## src/rtl/vcr_pkg.sv

```systemverilog
package vcr_pkg;
  // Which transformation the current word takes.
  typedef enum logic [1:0] {
    SEL_PASS  = 2'd0,
    SEL_CLAMP = 2'd1,
    SEL_WIDEN = 2'd2
  } vcr_sel_e;

  // Side-band flags carried along with each word.
  typedef struct packed {
    logic act;
    logic mark;
  } vcr_flags_t;
endpackage

```

## src/rtl/vcr_clamp.sv

```systemverilog
// Pulls reserved codes at either end of the range onto the nearest legal code.
module vcr_clamp #(
  parameter int W = 10
) (
  input  logic [W-1:0] din,
  output logic [W-1:0] dout
);
  localparam logic [W-1:0] TOP    = '1;
  localparam logic [W-1:0] HI_MIN = TOP - 3;
  localparam logic [W-1:0] HI_REP = TOP - 4;
  localparam logic [W-1:0] LO_MAX = 3;
  localparam logic [W-1:0] LO_REP = 4;

  always_comb begin
    if (din >= HI_MIN)      dout = HI_REP;
    else if (din <= LO_MAX) dout = LO_REP;
    else                    dout = din;
  end
endmodule

```

## src/rtl/vcr_widen.sv

```systemverilog
// Expands a narrow sync or preamble word to full width.
module vcr_widen #(
  parameter int W  = 10,
  parameter int NW = 8
) (
  input  logic [NW-1:0] narrow,
  output logic [W-1:0]  wide
);
  localparam int PAD = W - NW;

  generate
    if (PAD == 0) begin : g_same
      assign wide = narrow;
    end else begin : g_pad
      always_comb begin
        if (&narrow) wide = '1;
        else         wide = {narrow, {PAD{1'b0}}};
      end
    end
  endgenerate
endmodule

```

## src/rtl/vid_code_remap.sv

```systemverilog
module vid_code_remap #(
  parameter int W  = 10,
  parameter int NW = 8
) (
  input  logic         clk,
  input  logic         rst,
  input  logic         dis,
  input  logic [W-1:0] in_word,
  input  logic         in_act,
  input  logic         in_mark,
  output logic [W-1:0] out_word,
  output logic         out_act,
  output logic         out_mark
);
  import vcr_pkg::*;

  localparam logic [W-1:0] TOP    = '1;
  localparam logic [W-1:0] HI_MIN = TOP - 3;
  localparam logic [W-1:0] HI_REP = TOP - 4;
  localparam logic [W-1:0] LO_MAX = 3;
  localparam logic [W-1:0] LO_REP = 4;

  logic [W-1:0] clamped, widened, nxt_word;
  vcr_sel_e     sel;
  vcr_flags_t   flags_q;

  vcr_clamp #(.W(W)) u_clamp (.din(in_word), .dout(clamped));

  vcr_widen #(.W(W), .NW(NW)) u_widen (
    .narrow(in_word[W-1:W-NW]),
    .wide  (widened)
  );

  // The marker takes precedence over the active flag.
  always_comb begin
    if (dis)          sel = SEL_PASS;
    else if (in_mark) sel = SEL_WIDEN;
    else if (in_act)  sel = SEL_CLAMP;
    else              sel = SEL_PASS;
  end

  always_comb begin
    case (sel)
      SEL_CLAMP: nxt_word = clamped;
      SEL_WIDEN: nxt_word = widened;
      default:   nxt_word = in_word;
    endcase
  end

  always_ff @(posedge clk) begin
    if (rst) begin
      out_word <= '0;
      flags_q  <= '0;
    end else begin
      out_word <= nxt_word;
      flags_q  <= '{act: in_act, mark: in_mark};
    end
  end

  assign out_act  = flags_q.act;
  assign out_mark = flags_q.mark;


  reset_zero_chk: assert property (@(posedge clk)
    rst |=> (out_word == '0 && !out_act && !out_mark));


  flag_delay_chk: assert property (@(posedge clk) disable iff (rst)
    1'b1 |=> (out_act == $past(in_act) && out_mark == $past(in_mark)));


  hi_clamp_chk: assert property (@(posedge clk) disable iff (rst)
    (!dis && in_act && !in_mark && in_word >= HI_MIN) |=> out_word == HI_REP);


  lo_clamp_chk: assert property (@(posedge clk) disable iff (rst)
    (!dis && in_act && !in_mark && in_word <= LO_MAX) |=> out_word == LO_REP);


  blank_pass_chk: assert property (@(posedge clk) disable iff (rst)
    (!dis && !in_act && !in_mark) |=> out_word == $past(in_word));


  widen_ones_chk: assert property (@(posedge clk) disable iff (rst)
    (!dis && in_mark && (&in_word[W-1:W-NW])) |=> out_word == TOP);


  bypass_chk: assert property (@(posedge clk) disable iff (rst)
    dis |=> out_word == $past(in_word));
endmodule

```

## config.mk

```make
export PLATFORM = sky130hd
export DESIGN_NAME = vid_code_remap
export DESIGN_NICKNAME = d
export VERILOG_FILES = /design/src/rtl/vcr_pkg.sv /design/src/rtl/vcr_clamp.sv /design/src/rtl/vcr_widen.sv /design/src/rtl/vid_code_remap.sv
export SDC_FILE = /design/constraint.sdc
export NUM_CORES = 1
export LEC_CHECK = 0
export BUFFER_PORTS_ARGS = -buffer_cell sky130_fd_sc_hd__buf_4
export CAP_MARGIN = 20
export CORE_AREA = 4 4 41 43
export DETAILED_ROUTE_END_ITERATION = 6
export DIE_AREA = 0 0 45 47
export GPL_ROUTABILITY_DRIVEN = 1
export GPL_TIMING_DRIVEN = 0
export PLACE_DENSITY = 0.73
export RECOVER_POWER = 50
export SETUP_SLACK_MARGIN = 0.3
export SYNTH_ARGS = -nofsm -noshare
export SYNTH_HDL_FRONTEND = slang
export SYNTH_SLANG_ARGS = --single-unit
```

## constraint.sdc

```tcl
create_clock -name clk -period 3.4 [get_ports clk]
set_clock_uncertainty 0.2 [all_clocks]
set_input_delay 0 -clock clk [delete_from_list [all_inputs] [get_ports clk]]
set_output_delay 0 -clock clk [all_outputs]
set_load 0.1 [all_outputs]
```

==> results by group <==
Worst hold path
  – Hold crit path type: in -> reg

Pwr
  – Leakage power: 0.392 nW
  – Power Density: roughly 430 nW/um2
  – NetSw: ~0.00014 W
  – Clock Power Share: 28.3%
  – Seq pwr share: between 30% and 40%
  – Combinational power share: 33.4%
  – Total power: 0.000396 W
  – Net Sw Frac: 35.7%
  – P_int: 0.000255 W
  – Peak supply drop: 0.233 mV

Global route
  – Antenna violations before repair: 0
  – First-pass GRT wire length: 2300 um
  – Pin count of the biggest net entering global routing: 11
  – Vias in the first global route: ~540
  – Grt ovf: 0
  – Total track usage: 15.3%

Clock network
  – Clock root buffer master: clkbuf_4
  – Clock tree from TritonCTS: done
  – CTS max path bufs: 2
  – CTS clk-pin slew, worst paths: 0.08 ns
  – # clock sinks: 12
  – Num CTS Buffers: 3
  – H-tree depth: 1

STA
  – Final Hold Vio Count: 0
  – RSZ-0062 raised after global routing: false
  – Final Max Tran Viols: 0
  – Max-slew headroom: 21.9%
  – Worst Max-Slew Pin Slew: between 1 and 1.5 ns
  – Final setup viols: 0
  – Tcrit/Tclk final: a little under nine tenths
  – Final min period: 2.92 ns
  – Min Hold Slack: slightly above 0.07 ns
  – Sum Neg Setup Slack: 0 ns
  – Fmax: 0.343 GHz

Die
  – Io pins: 27
  – Total die area: approximately 2100 um2
  – Cell row count: 13
  – Width of the die: 45 um
  – Chip Height: 47 um
  – Initial Util: 40.5%
  – Core area: ~1300 um2

Routing
  – Avg WL per Cell: 11.8 um
  – WL met2: around 640 um
  – Routed Antenna Nets: 0
  – DRT iter0 DRCs: 7
  – Routed Wire Length: approximately 1400 um
  – Top layer in use: met4
  – TritonRoute pass-1 iters: 4
  – DRC violations left: 0
  – M1 WL: about 560 um
  – Metal3 WL: 125 um
  – Via density: between 4 and 5
  – DR vias: 561

Setup path
  – Critical path class: in -> reg
  – Slowest library cell on the worst path: dlygate4sd3_1
  – Data arrival, critical path: about 2.9 ns
  – CP cell instances: dlygate4sd3_1 -> buf_4 -> nor3b_1 -> ha_1 -> and3b_1 -> a31oi_1 -> dlygate4sd3_1 -> o311ai_1 -> dlygate4sd3_1
  – Delay-heaviest family, CP: buffers and inverters
  – Worst path bufs/invs: 4
  – CP startpoint kind: primary input
  – Critical Path RT: 3.36 ns
  – CP most frequent cell: dlygate4sd3_1
  – CP Capture Type: register
  – Slowest stage delay, CP: roughly 0.57 ns
  – Crit-path max FO: 7

Synthesis
  – Ys async rst share: 0%
  – Post-synth EDFFs: 0
  – FF+latch count, synth: 12
  – Net Count, Synth: 69
  – Syn Area/Cell: about 10 um2
  – Yosys warns: 0
  – Top FF cell, synth: dfxtp_1
  – Synthesized area: 527 um2
  – Post-synth cell types: 22
  – Post-synthesis sequential area ratio: 45.6%
  – Mapped Cells: 52

Cells and area
  – Layout cell share with drive strength beyond 1: 22.0%
  – Area grow syn2layout: 73.2%
  – Most common cell after layout, fill and taps aside: dlygate4sd3_1
  – Final Util: 70.1%
  – Diode count: 0
  – Commonest non-fill, non-tap cells in the layout: dlygate4sd3_1 (18), buf_4 (14), dfxtp_1 (12), clkbuf_1 (12), and2_1 (6)
  – Register area: 240 um2
  – Multi-input logic area: between 200 and 300 um2
  – Finished Layout Cells: 115
  – Final net count: 118
  – Fill count: 110

Run status
  – Status: complete, no violations

Placement
  – Dpl cells: 93
  – PortBufs: 26
  – Routability cong.: 0.779
  – Hpwl dp: between 800 and 900 um

Run
  – MaxCap Viol Count: 0
==> registers in the layout, summed over array words and instances (netlist names) <==
register	count
out_word	10
out_act	1
out_mark	1
==> layer usage <==
metal / track usage, % / vias up
met1: 17.6 / 246
met2: 26.0 / 26
met3: 2.68 / 4
met4: 10.5 / 0
met5: 0 / -
li1: - / 285
==> cells by family (layout without fill, tap and decap cells) <==
kind of cell | after synthesis | in the layout | synth area share [%]
AND/OR/NAND/NOR | 29 | 29 | 38.5
AO/OA/AOI/OAI | 6 | 6 | 8.79
flip-flops | 12 | 12 | 45.6
adder cells (fa/ha/maj) | 2 | 2 | 4.75
buffers and inverters | 3 | 51 | 2.37
==> synthesized netlist by cell type, types with 2 or more instances <==
library cell / count / area share (%)
dfxtp_1: 12 / 46
and2_1: 6 / 7.1
nor2_1: 4 / 2.8
nor2b_1: 3 / 3.6
nor3b_1: 3 / 4.3
a31oi_1: 2 / 2.4
and3b_1: 2 / 3.3
ha_1: 2 / 4.7
inv_1: 2 / 1.4
nand2_1: 2 / 1.4
nand4_1: 2 / 2.4
o311ai_1: 2 / 3.3
==> power by group through the flow <==
| stage | Sequential (W) | Clock [W] | Combinational [W] |
|---|---|---|---|
| finish | 0.000151 | 0.000112 | 0.000132 |
| global route | 0.000152 | 0.000121 | 0.000140 |
| CTS | 0.000152 | 0.000115 | 0.000139 |
| detailed placement | 0.000155 | 0 | 0.000122 |
| global placement | 0.000155 | 0 | 0.000122 |
| floorplan | 0.000222 | 0 | 0.0000197 |
==> timing repair <==
item | in CTS | in global routing
endpoints found under the hold margin | 12 | 0
hold buffers | 18 | 0
buffers inserted | 0 | 0
gates resized for setup | 0 | 0
==> layout make-up <==
class / instances / share of cell area [%]
well taps: 15 / 2.06
flip-flops and latches: 12 / 26.3
multi-input cells: 37 / 30.0
plain buffers: 1 / 0.549
clock buffers: 4 / 3.98
inverters: 2 / 0.823
repair buffers: 44 / 36.2
==> metrics by stage <==
| step | area, um2 | worst slack [ns] |
|---|---|---|
| 2_1_floorplan | 527 | 1.93 |
| 3_3_place_gp | 741 | 1.68 |
| 3_5_place_dp | 741 | 1.68 |
| 4_1_cts | 957 | 0.553 |
| 5_1_grt | 912 | 0.333 |
| 6_report | 912 | 0.484 |
==> worst paths after layout <==
check	from	end	slack, ns	cells after the start
min	rst	out_word[2]	0.07	4
max	in_mark	out_word[1]	0.48	9
Note: power is estimated with default switching activity, not from simulation.
